--- config.mk ---
export PLATFORM = sky130hd
export DESIGN_NAME = fsync_guard
export DESIGN_NICKNAME = d
export VERILOG_FILES = /design/src/rtl/fsg_pkg.sv /design/src/rtl/fsg_frame_timer.sv /design/src/rtl/fsg_insert_track.sv /design/src/rtl/fsg_lock_filter.sv /design/src/rtl/fsync_guard.sv
export SDC_FILE = /design/constraint.sdc
export NUM_CORES = 1
export LEC_CHECK = 0
export ABC_AREA = 1
export CAP_MARGIN = 20
export CORE_ASPECT_RATIO = 0.6
export CORE_MARGIN = 1.5
export CORE_UTILIZATION = 57
export DETAILED_ROUTE_END_ITERATION = 7
export GPL_TIMING_DRIVEN = 0
export MAX_ROUTING_LAYER = met4
export PLACE_DENSITY_LB_ADDON = 0.3
export SETUP_SLACK_MARGIN = 0.15
export SYNTH_ARGS = -nofsm -noshare
export SYNTH_HDL_FRONTEND = slang
export SYNTH_HIERARCHICAL = 1
export SYNTH_SLANG_ARGS = --single-unit
--- constraint.sdc ---
create_clock -name clk -period 2.9 [get_ports clk]
set_input_delay 0.435 -clock clk [delete_from_list [all_inputs] [get_ports clk]]
set_output_delay 0.435 -clock clk [all_outputs]
set_load 0.02 [all_outputs]
--- src/rtl/fsg_pkg.sv ---
package fsg_pkg;

  localparam int INS_W = 4;

  typedef enum logic [1:0] {
    EV_NONE   = 2'd0,
    EV_ACCEPT = 2'd1,
    EV_INSERT = 2'd2
  } frame_ev_e;

  // Consecutive insertions that declare loss of lock.
  function automatic logic [INS_W-1:0] unlock_limit(input logic [1:0] code);
    case (code)
      2'd0:    unlock_limit = INS_W'(2);
      2'd1:    unlock_limit = INS_W'(4);
      2'd2:    unlock_limit = INS_W'(8);
      default: unlock_limit = INS_W'(13);
    endcase
  endfunction

  // Saturating increment of the insertion count.
  function automatic logic [INS_W-1:0] sat_inc(input logic [INS_W-1:0] v);
    sat_inc = (v == {INS_W{1'b1}}) ? v : v + 1'b1;
  endfunction

endpackage

--- src/rtl/fsg_frame_timer.sv ---
module fsg_frame_timer
  import fsg_pkg::*;
#(
  parameter int FRAME_LEN  = 588,
  parameter int WIN_NARROW = 3,
  parameter int WIN_WIDE   = 7,
  localparam int CW        = $clog2(FRAME_LEN + WIN_WIDE + 1)
) (
  input  logic      clk,
  input  logic      rst_n,
  input  logic      bit_en,
  input  logic      sync_det,
  input  logic      win_wide,
  input  logic      unlocked,
  output frame_ev_e ev,
  output logic      on_nominal,
  output logic      in_window
);

  localparam logic [CW-1:0] NOM_C = CW'(FRAME_LEN - 1);

  logic [CW-1:0] cnt_q;
  logic [CW-1:0] half;
  logic [CW-1:0] win_lo;
  logic [CW-1:0] win_hi;
  logic          win_close;
  logic          take;
  logic          synth;

  always_comb begin
    half       = win_wide ? CW'(WIN_WIDE) : CW'(WIN_NARROW);
    win_lo     = NOM_C - half;
    win_hi     = NOM_C + half;
    in_window  = (cnt_q >= win_lo) && (cnt_q <= win_hi);
    on_nominal = (cnt_q == NOM_C);
    win_close  = (cnt_q >= win_hi);
    take       = bit_en && sync_det && (unlocked || in_window);
    synth      = bit_en && !take && win_close;
    if (take)       ev = EV_ACCEPT;
    else if (synth) ev = EV_INSERT;
    else            ev = EV_NONE;
  end

  // An insertion is issued half-width cycles after nominal, so the
  // count resumes at half to keep the next nominal position in place.
  always_ff @(posedge clk or negedge rst_n) begin
    if (!rst_n)      cnt_q <= '0;
    else if (take)   cnt_q <= '0;
    else if (synth)  cnt_q <= half;
    else if (bit_en) cnt_q <= cnt_q + 1'b1;
  end

endmodule

--- src/rtl/fsg_insert_track.sv ---
module fsg_insert_track
  import fsg_pkg::*;
(
  input  logic       clk,
  input  logic       rst_n,
  input  frame_ev_e  ev,
  input  logic       ins_clr,
  input  logic [1:0] unlock_sel,
  output logic       unlock_flag
);

  logic [INS_W-1:0] ins_q;
  logic [INS_W:0]   ins_next_w;
  logic             limit_hit;

  always_comb begin
    ins_next_w = {1'b0, ins_q} + 1'b1;
    limit_hit  = ins_next_w >= {1'b0, unlock_limit(unlock_sel)};
  end

  always_ff @(posedge clk or negedge rst_n) begin
    if (!rst_n) begin
      ins_q       <= '0;
      unlock_flag <= 1'b1;
    end else if (ev == EV_ACCEPT) begin
      ins_q       <= '0;
      unlock_flag <= 1'b0;
    end else if (ins_clr) begin
      ins_q       <= '0;
    end else if (ev == EV_INSERT) begin
      ins_q <= sat_inc(ins_q);
      if (limit_hit) unlock_flag <= 1'b1;
    end
  end

endmodule

--- src/rtl/fsg_lock_filter.sv ---
module fsg_lock_filter #(
  parameter int SAMPLE_EVERY = 16,
  parameter int LOW_RUN      = 8,
  localparam int SCW         = $clog2(SAMPLE_EVERY),
  localparam int LRW         = $clog2(LOW_RUN + 1)
) (
  input  logic clk,
  input  logic rst_n,
  input  logic strobe,
  input  logic sample_val,
  output logic lock_out
);

  localparam logic [SCW-1:0] LAST_C = SCW'(SAMPLE_EVERY - 1);
  localparam logic [LRW-1:0] RUN_C  = LRW'(LOW_RUN);

  logic [SCW-1:0] stb_q;
  logic [LRW-1:0] low_q;
  logic [LRW:0]   low_inc;
  logic           sample_now;

  always_comb begin
    low_inc    = {1'b0, low_q} + 1'b1;
    sample_now = strobe && (stb_q == LAST_C);
  end

  always_ff @(posedge clk or negedge rst_n) begin
    if (!rst_n) begin
      stb_q    <= '0;
      low_q    <= '0;
      lock_out <= 1'b0;
    end else begin
      if (strobe) stb_q <= (stb_q == LAST_C) ? '0 : stb_q + 1'b1;
      if (sample_now) begin
        if (sample_val) begin
          lock_out <= 1'b1;
          low_q    <= '0;
        end else begin
          if (low_q != RUN_C) low_q <= low_q + 1'b1;
          if (low_inc >= {1'b0, RUN_C}) lock_out <= 1'b0;
        end
      end
    end
  end

endmodule

--- src/rtl/fsync_guard.sv ---
module fsync_guard
  import fsg_pkg::*;
#(
  parameter int FRAME_LEN    = 588,
  parameter int WIN_NARROW   = 3,
  parameter int WIN_WIDE     = 7,
  parameter int SAMPLE_EVERY = 16,
  parameter int LOW_RUN      = 8
) (
  input  logic       clk,
  input  logic       rst_n,
  input  logic       bit_en,
  input  logic       sync_det,
  input  logic       win_wide,
  input  logic [1:0] unlock_sel,
  input  logic       ins_clr,
  output logic       frame_stb,
  output logic       lock_flag,
  output logic       unlock_flag,
  output logic       lock_out
);

  frame_ev_e ev;
  logic      on_nominal;
  logic      in_window;
  logic      accept_ev;
  logic      insert_ev;
  logic      strobe_ev;
  logic      exact_ev;

  fsg_frame_timer #(
    .FRAME_LEN (FRAME_LEN),
    .WIN_NARROW(WIN_NARROW),
    .WIN_WIDE  (WIN_WIDE)
  ) u_timer (
    .clk       (clk),
    .rst_n     (rst_n),
    .bit_en    (bit_en),
    .sync_det  (sync_det),
    .win_wide  (win_wide),
    .unlocked  (unlock_flag),
    .ev        (ev),
    .on_nominal(on_nominal),
    .in_window (in_window)
  );

  assign accept_ev = (ev == EV_ACCEPT);
  assign insert_ev = (ev == EV_INSERT);
  assign strobe_ev = accept_ev || insert_ev;
  assign exact_ev  = accept_ev && on_nominal;

  fsg_insert_track u_track (
    .clk        (clk),
    .rst_n      (rst_n),
    .ev         (ev),
    .ins_clr    (ins_clr),
    .unlock_sel (unlock_sel),
    .unlock_flag(unlock_flag)
  );

  fsg_lock_filter #(
    .SAMPLE_EVERY(SAMPLE_EVERY),
    .LOW_RUN     (LOW_RUN)
  ) u_filter (
    .clk       (clk),
    .rst_n     (rst_n),
    .strobe    (strobe_ev),
    .sample_val(exact_ev),
    .lock_out  (lock_out)
  );

  always_ff @(posedge clk or negedge rst_n) begin
    if (!rst_n) begin
      frame_stb <= 1'b0;
      lock_flag <= 1'b0;
    end else begin
      frame_stb <= strobe_ev;
      if (strobe_ev) lock_flag <= exact_ev;
    end
  end

endmodule

* After elaboration in Yosys (flattened, before gate mapping)
Cells that the tools add are included.
** Storage, ports and cells
- Bits in latches :: 0
- Memory bits (read-only) :: 0
- Memory bits (writable) :: 0
- Input port bits :: 8
- Memories :: 0
- Output and inout port bits :: 4
- Register bits after elaboration :: 26
** Operators by class
- $mul :: 0
- Magnitude comparators :: 5
- Divide/modulo/power cells :: 0
- Add/subtract/negate cells :: 8
- Shifts and indexed selects :: 0
- Bitwise logic cells :: 0
- Reduce and logical (&&, ||, !) cells :: 21
- Eq/ne operators :: 10
- Mux-type cells :: 20
** Operators with widths (count)
- two-way mux 10 bit :: 3
- two-way mux 4 bit :: 7
- greater-or-equal comparator 10 bit :: 2
- adder 4 x 1 -> 4 bit (second input constant) :: 3
- one-hot mux 4 bit (3 select lines) :: 1
- adder 10 x 1 -> 10 bit (second input constant) :: 1
- adder 10 bit (first input constant) :: 1
- adder 4 x 1 -> 5 bit (second input constant) :: 2
- equality test 10 bit (second input constant) :: 1
- less-or-equal comparator 10 bit :: 1
- subtractor 10 bit (first input constant) :: 1
- equality test 4 bit (second input constant) :: 2
- nonzero test 2 bit :: 4
- logical AND 1 bit :: 7
- two-way mux 1 bit :: 6
- AND reduction 2 bit :: 3
- nonzero test 3 bit :: 2
- greater-or-equal comparator 5 x 4 -> 1 bit :: 1
- greater-or-equal comparator 5 x 4 -> 1 bit (second input constant) :: 1
- equality test 2 x 1 -> 1 bit (second input constant) :: 2
- equality test 2 bit (second input constant) :: 2
- two-way mux 2 bit :: 2
- inequality test 4 bit (second input constant) :: 1
- two-way mux 3 bit :: 1
- other kinds (6) :: 7

* Logic depth before layout (Yosys ltp)
Gate-level depths: netlist of the first run.
- Depth in word-level cells :: 15
- Depth in mapped cells :: 24

* By module
Netlist of the first run, hierarchy kept.
** Modules (own cells, without submodules)
- fsg_frame_timer :: instances 1, area each 992.2 um2, sequential area each 250.2 um2, cells each 141
- fsg_lock_filter :: instances 1, area each 510.5 um2, sequential area each 225.2 um2, cells each 69
- fsg_insert_track :: instances 1, area each 406.6 um2, sequential area each 126.4 um2, cells each 56
- fsync_guard :: instances 1, area each 97.6 um2, sequential area each 50.0 um2, cells each 10

* Worst setup path after synthesis of the first run
OpenSTA, ideal clock, no wires.
- Kind :: flip-flop to flip-flop
- From :: register u_timer.cnt_q[2]
- To :: register u_filter.low_q[0]
- Stages on the path, launching flop included :: 22
- Arrival :: 2.504 ns
- Slack :: 0.278 ns
- Required time :: 2.783 ns
- Setup time :: 0.117 ns
- Buffers on the path :: 2
- Path through :: dfrtp_1 inv_1 ha_1 inv_1 nand2_1 nor2_2 nand3_2 nand3_2 nand2_2 nand2_2 nand2_2 nand2_4 buf_12 inv_2 buf_4 ha_1 inv_2 nand4_1 nor2_4 inv_2 nand2_1 nand2_1
** On the way
- Elaborated cells on any way between the ends :: 20
** RTL lines
- start, declared :: RTL line fsg_frame_timer.sv:22 : logic [CW-1:0] cnt_q;
- start signal, assigned :: RTL line fsg_frame_timer.sv:49 : else if (synth) cnt_q <= half;
- start signal, assigned :: RTL line fsg_frame_timer.sv:50 : else if (bit_en) cnt_q <= cnt_q + 1'b1;
- greater-or-equal comparator 10 bit / less-or-equal comparator 10 bit (equally long branches) :: RTL line fsg_frame_timer.sv:34 : in_window = (cnt_q >= win_lo) && (cnt_q <= win_hi);
- logical AND 1 bit (*) :: RTL line fsg_frame_timer.sv:34
- logical OR 1 bit (*) :: RTL line fsg_frame_timer.sv:37 : take = bit_en && sync_det && (unlocked || in_window);
- logical AND 1 bit (*) :: RTL line fsg_frame_timer.sv:37
- named net u_timer.take :: RTL line fsg_frame_timer.sv:27 : logic take;
- two-way mux 2 bit (*) :: RTL line fsg_frame_timer.sv:39 : if (take) ev = EV_ACCEPT;
- named net ev[0] :: RTL line fsync_guard.sv:23 : frame_ev_e ev;
- equality test 2 x 1 -> 1 bit / equality test 2 bit (equally long branches) :: RTL line fsync_guard.sv:47, fsync_guard.sv:48
- logical OR 1 bit (*) :: RTL line fsync_guard.sv:49 : assign strobe_ev = accept_ev || insert_ev;
- named net strobe_ev :: RTL line fsync_guard.sv:28 : logic strobe_ev;
- logical AND 1 bit (*) :: RTL line fsg_lock_filter.sv:24 : sample_now = strobe && (stb_q == LAST_C);
- AND reduction 2 bit (no source line) (*)
- end signal, assigned :: RTL line fsg_lock_filter.sv:39 : if (low_q != RUN_C) low_q <= low_q + 1'b1;
- end, declared :: RTL line fsg_lock_filter.sv:18 : logic [LRW-1:0] low_q;
The timed path passes the listed nets; every way through them passes the cells marked *.
A chain may end at the register's enable or synchronous reset.

* Final worst setup path of the first run
- From :: register u_timer.cnt_q[4]
- To :: register u_filter.low_q[1]
Same word-level chain as after synthesis.

==> qor.yml, run 1 <==
placement:
  io_buffers: 11
  hpwl_um: 3190
  pre_cts_ws_ns: -0.596
  routabilityCongestion: 0.881
  placed_cell_area_um2: 2200
  place_inst: 332
clock_tree:
  cts_sinks: 26
  cts_max_level: 1
  clock_latency_ns: 0.27
  cts_root_buffer: "clkbuf_8"
  cts_tree: "yes"
  cts_buffer_depth: 2
  cts_buffers: 3
  clk_pin_slew_worst_paths_ns: 0.09
critical_path:
  path_cells: "ha_1, nand2_1, nor2_2, nand3_2, nand3_2, nand2_2, nand2_2, nand2_2, nand2_4, buf_12, inv_2, buf_4, ha_4, inv_4, nand4_1, nor2_4, inv_2, nand2_1, nand2_1"
  rr_worst_depth: 19
  crit_path_end_kind: "flop"
  rr_endpoint: "u_filter/low_q[1]$_DFFE_PN0P_"
  critical-path-slowest-cell: "dfrtp_1"
  slowest_delay_ns: 0.41
  worstSetupPathType: "flop to flop"
  critPathRequiredTime_ns: 3.07
  reg2reg_slack_ns: 0.33
  endpoint: "u_filter/low_q[1]$_DFFE_PN0P_"
  critPathLaunch: "u_timer/cnt_q[4]$_DFFE_PN0P_"
  r2r-start: "u_timer/cnt_q[4]$_DFFE_PN0P_"
  crit_path_start_kind: "flop"
  crit_path_max_fanout: 6
  cp.arrival_ns: 2.74
global_route:
  grt_antenna_before_repair: 0
  grt_usage: 0.262
  grt_start_max_net_pins: 18
  overflow: 0
  grt_pass1_vias: 1698
  grt_pass1_wl_um: 7720
worst_hold_path:
  hold_path_class: "flop to flop"
floorplan:
  die_h_um: 48.9
  die-area_um2: 3890
  die_x_um: 79.5
  ios: 12
  initial_core_util: 0.606
  rows: 16
  core-area_um2: 3300
layout:
  area_growth_pct: 21.6
  fin_util: 0.738
  final_cell_mix: "nand2_1 (80), inv_1 (35), dfrtp_1 (23)"
  layout.nets: 331
  num_antenna_cells: 0
  final_common_cell: "nand2_1"
  final_area_um2: 2440
  final_layout_size_suffix_gt1_frac: 0.230
  final_cells: 349
synthesis:
  syn_avg_cell_area_um2: 7.28
  synth_nets: 301
  syn_inst: 275
  synth_area_um2: 2000
  yosysWarnings: 6
route:
  dr_total_vias: 1788
  via_per_inst: 5.12
  antenna_left: 0
  drt_iter0_drc: 221
  detail_route.wl_per_cell_um: 12.6
  drcViolationCount: 0
  wirelength_um: 4410
  drtPass1Iterations: 4
pwr:
  ir_drop_v: 0.000447
  p_per_area_nw_per_um2: 593
  leakage_uw: 0.00125
sta:
  worst_pin_slew_ns: 0.536
  hold_violations: 0
  grt_setup_unrepaired: "no"
  period_needed_ns: 2.57
  fin_ws_ns: 0.330
  slew_headroom: 0.641
  max_freq_mhz: 389
  final_max_slew_viol_count: 0
  clock_skew_ns: 0.00767
  period_share: 0.886
  finalSetupViolations: 0
  fin_setup_tns_ns: 0
flow_run:
  maxCapViolCount: 0
run_status:
  status: "complete, no violations"
-- power breakdown --
group          switching [µW]  total (µW)  internal (µW)
Clock                     114         299            185
Combinational             335         601            266
Sequential               92.1         544            452
-- area by class of cell --
cell class / instances / area (µm²)
Multi-Input combinational cell: 198 / 1190
Fill cell: 248 / 867
Buffer: 4 / 50.0
Inverter: 47 / 179
Clock buffer: 3 / 41.3
Timing Repair Buffer: 25 / 230
Tap cell: 45 / 56.3
Sequential cell: 26 / 654
Clock inverter: 1 / 30.0
-- flip-flops by register name, summed over array words and instances (netlist names) --
| signal | flops |
|---|---|
| frame_stb | 1 |
| lock_flag | 1 |
| u_filter/lock_out | 1 |
| u_filter/low_q | 4 |
| u_filter/stb_q | 4 |
| u_timer/cnt_q | 10 |
| u_track/ins_q | 4 |
| u_track/unlock_flag | 1 |
-- worst max-delay path: cells and delay by family, from the launching register on --
kind / cells / cell delay (ns)
buffers and inverters: 5 / 0.41
adders and majority gates: 2 / 0.57
DFF: 1 / 0.41
and+or+nand+nor: 12 / 1.09
-- through the flow --
step / hold slack [ns] / total power (µW)
floorplan: 0.139 / 900
global placement: 0.461 / 1010
detailed placement: 0.467 / 1040
CTS: 0.482 / 1410
global route: 0.509 / 1550
finish: 0.483 / 1440
-- routing by layer --
metal | up-vias | routed length [µm] | global-route usage
li1 | 919 | - | -
met1 | 805 | 2130 | 0.374
met2 | 62 | 1960 | 0.397
met3 | 2 | 315 | 0.0486
met4 | 0 | 7 | 0.0380
met5 | - | 0 | -
-- what timing repair did --
action / 4_1_cts / 5_1_grt
hold buffers: 0 / 0
pin swaps: 4 / 6
setup endpoints to repair: 15 / 8
buffers inserted: 8 / 5
gates resized for setup: 11 / 9
-- worst min-delay path by stage --
stage | slack (ns) | depth (start not counted) | start | end
3_5_place_dp | 0.47 | 2 | u_track/unlock_flag$_DFFE_PN1P_ | u_track/unlock_flag$_DFFE_PN1P_
5_1_grt | 0.51 | 2 | u_track/unlock_flag$_DFFE_PN1P_ | u_track/unlock_flag$_DFFE_PN1P_
4_1_cts | 0.48 | 2 | u_track/unlock_flag$_DFFE_PN1P_ | u_track/unlock_flag$_DFFE_PN1P_
3_3_place_gp | 0.46 | 2 | u_filter/lock_out$_DFFE_PN0P_ | u_filter/lock_out$_DFFE_PN0P_
6_report | 0.48 | 2 | u_track/unlock_flag$_DFFE_PN1P_ | u_track/unlock_flag$_DFFE_PN1P_
2_1_floorplan | 0.14 | 0 | rst_n | frame_stb$_DFF_PN0_
(Power assumes the default switching activity.)
==> run 2, diff against run 1 <==
==> constraint.sdc (replaced) <==
create_clock -name clk -period 2.9 [get_ports clk]
set_input_delay 0.435 -clock clk [delete_from_list [all_inputs] [get_ports clk]]
set_output_delay 0.435 -clock clk [all_outputs]
set_load 0.01 [all_outputs]
==> results of run 2 <==
Same layout as run 1 (identical final DEF). Status: complete, no violations.
Among the figures that moved: worst IR drop on VDD 0.000447 V -> 0.000422 V
==> run 3, diff against run 2 <==
--- a/config.mk
+++ b/config.mk
@@ -15,6 +15,7 @@
 export MAX_ROUTING_LAYER = met4
 export PLACE_DENSITY_LB_ADDON = 0.3
 export SETUP_SLACK_MARGIN = 0.15
+export SLEW_MARGIN = 20
 export SYNTH_ARGS = -nofsm -noshare
 export SYNTH_HDL_FRONTEND = slang
 export SYNTH_HIERARCHICAL = 1
==> run 3 against run 2 <==
Against the previous run: cell area decreased by 1.4%; critical endpoint is now u_filter/low_q[3]$_DFFE_PN0P_; power increased by 1.3%; largest power group unchanged; highest routed layer unchanged; clock power about the same.
==> qor.yml, run 3 (synthesis results as in run 1) <==
critical_path:
  rr_endpoint: "u_filter/low_q[3]$_DFFE_PN0P_"  # was u_filter/low_q[1]$_DFFE_PN0P_
  cp.arrival_ns: 2.78  # was 2.74 ns
  reg2reg_slack_ns: 0.29  # was 0.33 ns
  critPathRequiredTime_ns: 3.07  # about the same
  worstSetupPathType: "input pin to flop"  # was flop to flop
  crit_path_max_fanout: 6  # unchanged
  rr_worst_depth: 19  # unchanged
  crit_path_start_kind: "input pin"  # was flop
  r2r-start: "u_timer/cnt_q[4]$_DFFE_PN0P_"  # unchanged
  crit_path_end_kind: "flop"  # unchanged
sta:
  whs_ns: 0.141  # was 0.483 ns
  max_freq_mhz: 383  # was 389 MHz
  hold_violations: 0  # unchanged
  worst_pin_slew_ns: 0.577  # was 0.536 ns
  period_needed_ns: 2.61  # was 2.57 ns
  finalSetupViolations: 0  # unchanged
  slew_headroom: 0.615  # was 0.641
  final_max_slew_viol_count: 0  # unchanged
  period_share: 0.900  # was 0.886
  grt_setup_unrepaired: "no"  # unchanged
  clock_skew_ns: 0.0111  # was 0.00767 ns
layout:
  top_register: "u_timer/cnt_q"  # unchanged
  nFillCells: 250  # was 248
  regArea_um2: 654  # unchanged
  num_antenna_cells: 0  # unchanged
  final_cells: 347  # was 349
  multi_input_area_um2: 1200  # was 1190 µm²
  final_layout_size_suffix_gt1_frac: 0.242  # was 0.230
  largest_reg_flops: 10  # unchanged
  area_growth_pct: 19.9  # was 21.6%
  final_common_cell: "nand2_1"  # unchanged
  final_cell_mix: "nand2_1 (77), inv_1 (33), dfrtp_1 (23)"  # was nand2_1 (80), inv_1 (35), dfrtp_1 (23)
  layout.nets: 329  # was 331
  final_area_um2: 2400  # was 2440 µm²
clock_tree:
  cts_root_buffer: "clkbuf_8"  # unchanged
  clk_pin_slew_worst_paths_ns: 0.10  # was 0.09 ns
  cts_buffers: 3  # unchanged
  cts_buffer_depth: 2  # unchanged
  cts_tree: "yes"  # unchanged
  clock_latency_ns: 0.28  # was 0.27 ns
  hold_buffers: 0  # unchanged
  cts_max_level: 1  # unchanged
  cts_sinks: 26  # unchanged
pwr:
  p_per_area_nw_per_um2: 606  # was 590 nW/µm²
  ir_drop_v: 0.000413  # was 0.000422 V
  leakage_uw: 0.00123  # was 0.00125 µW
route:
  via_per_inst: 5.31  # was 5.12
  detail_route.wl_per_cell_um: 13.5  # was 12.6 µm
  dr_total_vias: 1841  # was 1788
  drt_iter0_drc: 138  # was 221
  drcViolationCount: 0  # unchanged
  drtPass1Iterations: 5  # was 4
  wirelength_um: 4670  # was 4410 µm
  antenna_left: 0  # unchanged
placement:
  io_buffers: 11  # unchanged
  placed_cell_area_um2: 2160  # was 2200 µm²
  routabilityCongestion: 0.881  # unchanged
  place_inst: 331  # was 332
  hpwl_um: 3190  # about the same
global_route:
  grt_pass1_vias: 1769  # was 1698
  grt_pass1_wl_um: 8060  # was 7720 µm
  grt_antenna_before_repair: 0  # unchanged
  overflow: 0  # unchanged
  grt_start_max_net_pins: 27  # was 18
  grt_usage: 0.274  # was 0.262
floorplan:
  die_x_um: 79.5  # unchanged
  rows: 16  # unchanged
  die_h_um: 48.9  # unchanged
  die-area_um2: 3890  # unchanged
  ios: 12  # unchanged
  core-area_um2: 3300  # unchanged
  initial_core_util: 0.606  # unchanged
worst_hold_path:
  hold_path_class: "input pin to asynchronous set/reset pin"  # was flop to flop
flow_run:
  maxCapViolCount: 0  # unchanged
run_status:
  status: "complete, no violations"  # unchanged
[run 3: cell count changes in the layout (fill, tap and decap cells not counted), moves of 2 or more]
cell     before  now
buf_4        14   12
inv_1        35   33
inv_2        10   12
nand2_1      80   77
nand2_2       7    9
[run 3: cell type report]
type	instances	area share
clock inverters	1	0.0125
well taps	45	0.0234
repair buffers	23	0.0792
clock buffers	3	0.0172
plain buffers	4	0.0224
multi-input cells	198	0.498
inverters	47	0.0745
flip-flops and latches	26	0.272
[run 3: worst max-delay path by stage]
stage,start,end,cells after the start,slack [ns]
finish,win_wide,u_filter/low_q[3]$_DFFE_PN0P_,18,0.29
global route,u_timer/cnt_q[2]$_DFFE_PN0P_,u_filter/low_q[3]$_DFFE_PN0P_,21,0.13
CTS,u_timer/cnt_q[2]$_DFFE_PN0P_,u_filter/low_q[2]$_DFFE_PN0P_,22,0.16
detailed placement,win_wide,u_filter/lock_out$_DFFE_PN0P_,21,-0.59
global placement,win_wide,u_filter/lock_out$_DFFE_PN0P_,21,-0.53
floorplan,u_timer/cnt_q[2]$_DFFE_PN0P_,u_filter/low_q[0]$_DFFE_PN0P_,21,0.29
[run 3: per-layer routing]
| metal | track usage | up-vias | wire length, µm |
|---|---|---|---|
| met1 | 0.394 | 823 | 2170 |
| met4 | 0.0526 | 0 | 79 |
| met2 | 0.400 | 84 | 2080 |
| met5 | - | - | 0 |
| met3 | 0.0598 | 18 | 339 |
| li1 | - | 916 | - |
[run 3: power by group]
| group | switching (µW) | leakage (µW) | internal (µW) |
|---|---|---|---|
| Combinational | 339 | 0.000859 | 267 |
| Sequential | 95.6 | 0.000336 | 452 |
| Clock | 117 | 0.0000357 | 185 |
| Total | 551 | 0.00123 | 904 |
[run 3: what timing repair did]
item                       4_1_cts  5_1_grt
resized for setup                9       17
pin swaps                        1        8
buffers inserted                 6        6
cloned                           0        0
setup endpoints to repair       15        9
[run 3: critical path, stage by stage]
cell and delay [ns]:
buf_2 0.17, inv_1 0.06, ha_1 0.33, nand3_1 0.10, nand3_1 0.11, nand2_1 0.09
nand3_2 0.09, buf_4 0.14, nor2_2 0.28, nor2_4 0.07, inv_2 0.08, ha_4 0.21
inv_4 0.07, nand4_1 0.14, nor2_4 0.20, inv_2 0.07, nand2_2 0.06, nand2_1 0.06
[run 3: stage by stage]
stage | TNS [ns] | setup WS (ns) | util | total power [µW]
5_1_grt | 0 | 0.132 | 0.727 | 1560
2_1_floorplan | 0 | 0.291 | - | 892
3_3_place_gp | -4.43 | -0.528 | 0.657 | 1000
6_report | 0 | 0.290 | 0.727 | 1460
4_1_cts | 0 | 0.155 | 0.696 | 1390
3_5_place_dp | -5.46 | -0.590 | 0.655 | 1030
